File: src/rtl/epa_pkg.sv
package epa_pkg;

    // Packed field order matches the configuration byte (bit 7 down to bit 0).
    typedef struct packed {
        logic       en;
        logic       iso;
        logic       dir_in;
        logic       dbl;
        logic [3:0] size_code;
    } ep_cfg_t;

    localparam int CFG_W       = 8;
    localparam int NUM_CTRL    = 2;
    localparam logic [3:0] CTRL_SIZE_CODE = 4'd7;

    function automatic ep_cfg_t ctrl_default(input logic is_in);
        ep_cfg_t c;
        c.en        = 1'b1;
        c.iso       = 1'b0;
        c.dir_in    = is_in;
        c.dbl       = 1'b0;
        c.size_code = CTRL_SIZE_CODE;
        return c;
    endfunction

    // True when two configurations claim a different amount of memory.
    function automatic logic mem_differs(input ep_cfg_t a, input ep_cfg_t b);
        return (a.en != b.en) || (a.dbl != b.dbl) || (a.size_code != b.size_code);
    endfunction

endpackage

File: src/rtl/epa_cfg_bank.sv
module epa_cfg_bank
    import epa_pkg::*;
#(
    parameter int NUM_EP = 16,
    parameter int IDX_W  = $clog2(NUM_EP)
) (
    input  logic                       clk,
    input  logic                       rst_n,
    input  logic                       bus_reset,
    input  logic                       wr_acc,
    input  logic [IDX_W-1:0]           wr_idx,
    input  logic [CFG_W-1:0]           wr_data,
    output logic [NUM_EP*CFG_W-1:0]    cfg_flat,
    output logic                       mem_change
);

    typedef struct packed {
        ep_cfg_t [NUM_EP-1:0] cfg;
    } bank_st_t;

    bank_st_t st_d, st_q;
    ep_cfg_t  new_cfg;

    always_comb begin
        st_d       = st_q;
        mem_change = 1'b0;
        new_cfg    = ep_cfg_t'(wr_data);
        if (wr_idx < IDX_W'(NUM_CTRL)) begin
            new_cfg = ctrl_default(wr_idx == IDX_W'(1));
        end
        if (bus_reset) begin
            for (int i = 0; i < NUM_EP; i++) begin
                st_d.cfg[i].en = 1'b0;
            end
        end else if (wr_acc) begin
            mem_change        = mem_differs(new_cfg, st_q.cfg[wr_idx]);
            st_d.cfg[wr_idx]  = new_cfg;
        end
    end

    always_ff @(posedge clk or negedge rst_n) begin
        if (!rst_n) begin
            st_q <= '0;
        end else begin
            st_q <= st_d;
        end
    end

    assign cfg_flat = st_q.cfg;

    // control OUT slot holds its fixed setting whatever byte was written
    a_r8_ctrl_out_fixed: assert property (@(posedge clk) disable iff (!rst_n)
        (wr_acc && !bus_reset && wr_idx == '0) |=> (cfg_flat[CFG_W-1:0] == CFG_W'(ctrl_default(1'b0))));

    // after a bus reset no endpoint is enabled
    a_r10_all_disabled: assert property (@(posedge clk) disable iff (!rst_n)
        bus_reset |=> (st_q.cfg[0].en == 1'b0 && st_q.cfg[NUM_EP-1].en == 1'b0));

endmodule

File: src/rtl/epa_seq_track.sv
module epa_seq_track #(
    parameter int NUM_EP = 16,
    parameter int IDX_W  = $clog2(NUM_EP)
) (
    input  logic             clk,
    input  logic             rst_n,
    input  logic             bus_reset,
    input  logic             wr_acc,
    input  logic [IDX_W-1:0] wr_idx,
    output logic             start
);

    localparam logic [IDX_W-1:0] LAST = IDX_W'(NUM_EP - 1);

    typedef struct packed {
        logic [IDX_W-1:0] nxt;
    } seq_st_t;

    seq_st_t st_d, st_q;

    always_comb begin
        st_d  = st_q;
        start = 1'b0;
        if (bus_reset) begin
            st_d.nxt = '0;
        end else if (wr_acc) begin
            if (wr_idx == st_q.nxt) begin
                if (wr_idx == LAST) begin
                    start    = 1'b1;
                    st_d.nxt = '0;
                end else begin
                    st_d.nxt = st_q.nxt + 1'b1;
                end
            end else begin
                st_d.nxt = (wr_idx == '0) ? IDX_W'(1) : '0;
            end
        end
    end

    always_ff @(posedge clk or negedge rst_n) begin
        if (!rst_n) begin
            st_q <= '0;
        end else begin
            st_q <= st_d;
        end
    end

    // an out-of-order write (not index 0) sends the expectation back to 0
    a_r7_restart: assert property (@(posedge clk) disable iff (!rst_n)
        (wr_acc && !bus_reset && wr_idx != st_q.nxt && wr_idx != '0) |=> (st_q.nxt == '0));

    // bus reset restarts the sequence
    a_r10_seq_cleared: assert property (@(posedge clk) disable iff (!rst_n)
        bus_reset |=> (st_q.nxt == '0));

endmodule

File: src/rtl/epa_layout_walk.sv
module epa_layout_walk
    import epa_pkg::*;
#(
    parameter int NUM_EP     = 16,
    parameter int UNIT_BYTES = 8,
    parameter int MEM_BYTES  = 2048,
    parameter int IDX_W      = $clog2(NUM_EP),
    parameter int ADDR_W     = $clog2(MEM_BYTES),
    parameter int SUM_W      = $clog2(NUM_EP * 32 * UNIT_BYTES + 1)
) (
    input  logic                    clk,
    input  logic                    rst_n,
    input  logic                    bus_reset,
    input  logic                    start,
    input  logic                    mem_change,
    input  logic [NUM_EP*CFG_W-1:0] cfg_flat,
    output logic                    busy,
    output logic [NUM_EP*ADDR_W-1:0] base_flat,
    output logic [NUM_EP-1:0]       valid,
    output logic                    overflow,
    output logic                    done
);

    localparam logic [IDX_W-1:0] LAST = IDX_W'(NUM_EP - 1);

    typedef struct packed {
        logic                              busy;
        logic [IDX_W-1:0]                  idx;
        logic [SUM_W-1:0]                  sum;
        logic [NUM_EP-1:0][ADDR_W-1:0]     base;
        logic [NUM_EP-1:0]                 valid;
        logic                              ovf;
        logic                              done;
    } walk_st_t;

    walk_st_t           st_d, st_q;
    ep_cfg_t            cur;
    logic [SUM_W-1:0]   foot;
    logic [SUM_W-1:0]   nsum;
    logic [NUM_EP-1:0]  en_vec;

    function automatic logic [SUM_W-1:0] footprint(input ep_cfg_t c);
        logic [SUM_W-1:0] one;
        one = SUM_W'((32'(c.size_code) + 32'd1) * 32'(UNIT_BYTES));
        if (!c.en) begin
            return '0;
        end
        return c.dbl ? (one << 1) : one;
    endfunction

    always_comb begin
        for (int i = 0; i < NUM_EP; i++) begin
            en_vec[i] = cfg_flat[i*CFG_W + CFG_W - 1];
        end
    end

    always_comb begin
        st_d      = st_q;
        st_d.done = 1'b0;
        cur       = ep_cfg_t'(cfg_flat[st_q.idx*CFG_W +: CFG_W]);
        foot      = footprint(cur);
        nsum      = st_q.sum + foot;
        if (bus_reset) begin
            st_d = '0;
        end else if (start) begin
            st_d.busy  = 1'b1;
            st_d.idx   = '0;
            st_d.sum   = '0;
            st_d.valid = '0;
            st_d.ovf   = 1'b0;
        end else begin
            if (mem_change) begin
                st_d.valid = '0;
            end
            if (st_q.busy) begin
                st_d.base[st_q.idx] = cur.en ? st_q.sum[ADDR_W-1:0] : '0;
                st_d.sum            = nsum;
                if (st_q.idx == LAST) begin
                    st_d.busy = 1'b0;
                    st_d.done = 1'b1;
                    if (nsum > SUM_W'(MEM_BYTES)) begin
                        st_d.ovf = 1'b1;
                    end else begin
                        st_d.valid = en_vec;
                    end
                end else begin
                    st_d.idx = st_q.idx + 1'b1;
                end
            end
        end
    end

    always_ff @(posedge clk or negedge rst_n) begin
        if (!rst_n) begin
            st_q <= '0;
        end else begin
            st_q <= st_d;
        end
    end

    assign busy      = st_q.busy;
    assign base_flat = st_q.base;
    assign valid     = st_q.valid;
    assign overflow  = st_q.ovf;
    assign done      = st_q.done;

    // Walk length counter used only by the R2 check below.
    logic [IDX_W:0] run_cnt_q;
    always_ff @(posedge clk or negedge rst_n) begin
        if (!rst_n) begin
            run_cnt_q <= '0;
        end else if (start || bus_reset) begin
            run_cnt_q <= '0;
        end else if (st_q.busy) begin
            run_cnt_q <= run_cnt_q + 1'b1;
        end
    end

    // done ends a walk of exactly NUM_EP cycles
    a_r2_walk_length: assert property (@(posedge clk) disable iff (!rst_n)
        done |-> (run_cnt_q == (IDX_W+1)'(NUM_EP)));

    // done is a single-cycle pulse
    a_r2_done_pulse: assert property (@(posedge clk) disable iff (!rst_n)
        done |=> !done);

    // overflow never coexists with a valid buffer
    a_r6_no_valid_on_ovf: assert property (@(posedge clk) disable iff (!rst_n)
        overflow |-> (valid == '0));

    // a memory-changing write drops every valid bit
    a_r9_change_clears: assert property (@(posedge clk) disable iff (!rst_n)
        mem_change |=> (valid == '0));

    // no walk is restarted while one is running
    a_r11_no_start_busy: assert property (@(posedge clk) disable iff (!rst_n)
        busy |-> !start);

    // bus reset clears valid flags and aborts the walk
    a_r10_abort: assert property (@(posedge clk) disable iff (!rst_n)
        bus_reset |=> (valid == '0 && !busy && !overflow));

    generate
        for (genvar g = 0; g < NUM_EP; g++) begin : g_vchk
            // only enabled endpoints may be valid
            a_r5_valid_enabled: assert property (@(posedge clk) disable iff (!rst_n)
                valid[g] |-> en_vec[g]);
        end
    endgenerate

endmodule

File: src/rtl/ep_buf_alloc.sv
module ep_buf_alloc
    import epa_pkg::*;
#(
    parameter int NUM_EP     = 16,
    parameter int UNIT_BYTES = 8,
    parameter int MEM_BYTES  = 2048,
    localparam int IDX_W     = $clog2(NUM_EP),
    localparam int ADDR_W    = $clog2(MEM_BYTES)
) (
    input  logic                     clk,
    input  logic                     rst_n,
    input  logic                     bus_reset,
    input  logic                     cfg_we,
    input  logic [IDX_W-1:0]         cfg_idx,
    input  logic [7:0]               cfg_data,
    output logic [NUM_EP*ADDR_W-1:0] ep_base,
    output logic [NUM_EP-1:0]        ep_valid,
    output logic                     alloc_done,
    output logic                     alloc_overflow
);

    logic                    busy;
    logic                    wr_acc;
    logic                    start;
    logic                    mem_change;
    logic [NUM_EP*CFG_W-1:0] cfg_flat;

    assign wr_acc = cfg_we && !busy && !bus_reset;

    epa_cfg_bank #(
        .NUM_EP (NUM_EP),
        .IDX_W  (IDX_W)
    ) u_bank (
        .clk        (clk),
        .rst_n      (rst_n),
        .bus_reset  (bus_reset),
        .wr_acc     (wr_acc),
        .wr_idx     (cfg_idx),
        .wr_data    (cfg_data),
        .cfg_flat   (cfg_flat),
        .mem_change (mem_change)
    );

    epa_seq_track #(
        .NUM_EP (NUM_EP),
        .IDX_W  (IDX_W)
    ) u_seq (
        .clk       (clk),
        .rst_n     (rst_n),
        .bus_reset (bus_reset),
        .wr_acc    (wr_acc),
        .wr_idx    (cfg_idx),
        .start     (start)
    );

    epa_layout_walk #(
        .NUM_EP     (NUM_EP),
        .UNIT_BYTES (UNIT_BYTES),
        .MEM_BYTES  (MEM_BYTES),
        .IDX_W      (IDX_W),
        .ADDR_W     (ADDR_W)
    ) u_walk (
        .clk        (clk),
        .rst_n      (rst_n),
        .bus_reset  (bus_reset),
        .start      (start),
        .mem_change (mem_change),
        .cfg_flat   (cfg_flat),
        .busy       (busy),
        .base_flat  (ep_base),
        .valid      (ep_valid),
        .overflow   (alloc_overflow),
        .done       (alloc_done)
    );

endmodule

File: config.mk
export PLATFORM = sky130hd
export DESIGN_NAME = ep_buf_alloc
export DESIGN_NICKNAME = d
export VERILOG_FILES = /design/src/rtl/epa_pkg.sv /design/src/rtl/epa_cfg_bank.sv /design/src/rtl/epa_seq_track.sv /design/src/rtl/epa_layout_walk.sv /design/src/rtl/ep_buf_alloc.sv
export SDC_FILE = /design/constraint.sdc
export NUM_CORES = 1
export LEC_CHECK = 0
export ABC_AREA = 0
export ABC_CLOCK_PERIOD_IN_PS = 7950
export BUFFER_PORTS_ARGS = -buffer_cell sky130_fd_sc_hd__buf_2
export CELL_PAD_IN_SITES_DETAIL_PLACEMENT = 2
export CELL_PAD_IN_SITES_GLOBAL_PLACEMENT = 2
export CORE_ASPECT_RATIO = 0.9
export CORE_MARGIN = 2
export CORE_UTILIZATION = 29
export DETAILED_ROUTE_END_ITERATION = 8
export GPL_TIMING_DRIVEN = 0
export PLACE_DENSITY = 0.72
export SETUP_SLACK_MARGIN = 0.3
export SLEW_MARGIN = 20
export SYNTH_ARGS = -nofsm -noshare
export SYNTH_HDL_FRONTEND = slang
export SYNTH_SLANG_ARGS = --single-unit
File: constraint.sdc
create_clock -name clk -period 7.95 [get_ports clk]
set_input_delay 0.3975 -clock clk [delete_from_list [all_inputs] [get_ports clk]]
set_output_delay 0.3975 -clock clk [all_outputs]
set_load 0.01 [all_outputs]
==> results.md <==
- Fillers: between 5k and 6k
- Crit path capture type: register
- # DRC: 0
- Sequential power share: around 45%
- FF+latch count, synth: approximately 280
- DP Area: ~16000 sq um
- FF-to-FF path depth: 17
- Synth top area share: between 40% and 50%
- Postcts setup bufs: 0
- Worst Path Arrival: 6.71 ns
- Layout area overhead: 21.8%
- CTS H-tree depth: 2
- Fin Setup TNS: 0 ns
- R2R Path Start: u_walk.st_q[207]
- Slew Limit Fails: 0
- Hold Fails Final Rpt: 0
- Vias: approximately 11k
- MaxCap Viol Count: 0
- Comb pwr share: a little under a tenth
- Final ANT Viol Nets: 0
- Hold Buf Count CTS: 1
- Final WL: 48200 um
- Synthesized area per cell: 10.2 sq um
- Pwr per Cell Area: around 200 nW/um^2
- Initial antenna violation count: 0
- Post-synth top area cell: dfrtp_1
- EDFF count, synth: 0
- CP startpoint kind: register
- Final nets: between 1.5k and 2k
- Status: finished, final reports clean
- Largest net degree at the start of global routing: between 80 and 90
- Mapped cell area: 14000 sq um
- Lkg Pwr: between 8 and 9 nW
- Post-synth top flop: dfrtp_1
- Fin util: a little over a third
- Rows: 76
- Period utilization: around four fifths
- Post-synthesis net count: 1411
- Most frequent cells in the layout: 277 x dfrtp_1, 252 x nand2_1, 209 x buf_2
- Commonest non-fill, non-tap cell in the layout: dfrtp_1
- Worst-path maximum fanout: 10
- CTS tree: done
- Pre-antenna DRT Iters: 5
- Distinct cell type count after synthesis: just under 60
- CP Class: register to register
- GRT Overall Usage: around 19%
- GPL Wtd Cong: 0.837
- Hold_sp: cfg_data[2]
- R2R setup slack: around 1.7 ns
- Share of layout cells above drive strength 1: 32.2%
- Psw: between 0.9 and 1 mW
- Largest cells by area after synthesis: dfrtp_1 49%, buf_4 10%, mux4_2 8.7%
- Fin Clk Skew: roughly 0.019 ns
- Hold Path Class: primary input to register
- Vias in the first global route: around 12k
- Buffers on Ports: around 200
- Max rail drop VDD: 0.117 mV
- Iteration-0 DRC Markers: between 500 and 600
- Core area: ~48000 sq um
- Pint: 2.58 mW
- Post-Layout Inst Area: roughly 17000 sq um
- Post-DP HPWL: ~35000 um
- Starting Density: 29.4%
- Root Buffer: clkbuf_16
- I/O pins: 210
- Critical Path Sink: u_walk.valid[7]
- Asr flop ratio synth: 100%
- Min cycle time layout: 6.24 ns
- Clock Pin Slew Worst Setup and Hold Paths: 0.06 ns
- RSZ-0062 raised after global routing: false
- Die area: between 50000 and 60000 sq um
- Clk pwr share: 46.0%
- Chip Width: about 240 um
- First-pass GRT wire length: ~75000 um
- Slew HR: between 20% and 30%
- Critical Path Start: u_walk.st_q[207]
- Switching share of power: about a quarter
- Sequential share of the synthesized area: 49.3%
- Synth Instances: between 1k and 1.5k
- Max Freq: roughly 0.16 GHz
- Synth Warn #: 0
- Worst Path Required: between 8 and 9 ns
- N_diodes: 0
- Worst-Margin Slew: ~1.1 ns
- Clk_lat worst skew: about 0.54 ns
- Number of buffers created by CTS: 35
- Gr ovfl total: 0
- Max Buffers Root-to-Sink: 3
- Routed vias/inst: 4.90
- CTS Sinks: 277
- Height of the die: 213 um
- Final setup fails: 0
- Worst r2r dst: u_walk.valid[7]
- Post-CTS Resized: 0
- WL/cell: about 21 um
-- metal layers --
layer  track usage, %  routed length (um)  vias up
li1                 -                   -     5056
met1             26.0               21800     5810
met2             33.0               23500      233
met3             3.30                2220       50
met4             4.30                 683        0
met5                0                   0        -
-- power groups by stage --
| stage | sequential, mW | clock, mW | combinational [mW] |
|---|---|---|---|
| after floorplan | 1.55 | 0 | 0.208 |
| after global placement | 1.57 | 0 | 0.299 |
| after detailed placement | 1.58 | 0 | 0.325 |
| after CTS | 1.56 | 1.65 | 0.329 |
| after global routing | 1.57 | 1.70 | 0.363 |
| final | 1.56 | 1.60 | 0.324 |
-- synthesized netlist by cell type (5+ instances only) --
cell,n
nand3_1,17
a311oi_1,7
ha_1,12
clkbuf_1,47
inv_1,18
xnor2_1,13
nand2b_1,11
xor2_1,8
nor2_1,70
buf_2,7
a21oi_1,47
nand2_1,252
mux4_2,54
o21ai_0,193
dfrtp_1,277
nor2b_1,10
a22o_1,17
mux2i_1,14
o21a_1,5
and3_1,9
and2_1,25
buf_4,194
nor3_1,6
a31oi_1,15
-- cell type report --
cell class	count	area [sq um]	share of cell area, %
multi-input combinational	830	5310	31.0
buffer	257	1760	10.3
clock inverter	12	143	0.833
tap	624	781	4.56
inverter	18	67.6	0.395
sequential	277	6930	40.5
timing repair buffer	207	1120	6.54
clock buffer	49	1010	5.89
-- critical path: stages, from the launching register on --
cell	delay [ns]
dfrtp_1	0.39
clkbuf_1	0.62
buf_2	0.54
mux4_2	0.59
mux4_2	0.58
ha_1	0.28
xnor2_1	0.27
nor2_1	0.07
o21a_1	0.18
ha_1	0.34
nor2b_1	0.18
o221a_2	0.28
o21a_1	0.17
o311ai_1	0.35
o31a_1	0.35
a2bb2oi_1	0.52
buf_4	0.28
a22o_1	0.15
-- worst min path at each step --
stage                                      end  cells past startpoint
after floorplan             u_bank.cfg_flat[0]                      0
after global placement    u_walk.base_flat[29]                      2
after detailed placement   u_walk.base_flat[8]                      1
after CTS                  u_bank.cfg_flat[74]                      3
after global routing      u_bank.cfg_flat[121]                      4
final                      u_bank.cfg_flat[74]                      3
-- flip-flops by register name (all words and copies together) (netlist names) --
signal            flops
u_seq.st_q            4
u_walk.busy           1
u_walk.st_q          14
u_walk.done           1
u_walk.overflow       1
u_walk.valid         16
u_walk.base_flat    144
u_bank.cfg_flat      96
-- metrics by stage --
stage	hold WS, ns	std cells	setup slack [ns]	power (mW)
2_1_floorplan	0.102	1382	2.84	1.76
3_3_place_gp	0.463	2209	1.06	1.87
3_5_place_dp	0.441	2212	1.69	1.90
4_1_cts	0.247	2274	1.60	3.53
5_1_grt	0.309	2274	1.20	3.63
6_report	0.271	2274	1.71	3.48
-- kinds of logic (layout without fill, tap and decap cells) --
logic type,count (synthesis),count (layout),share of synthesized area (%)
AND/OR/NAND/NOR,415,415,12.8
multiplexers,68,68,9.65
adder cells (fa/ha/maj),13,13,1.21
buffers and inverters,275,543,13.0
XOR/XNOR,21,21,1.31
flip-flops,277,277,49.3
AO/OA/AOI/OAI,313,313,12.7
(Power assumes the default switching activity.)
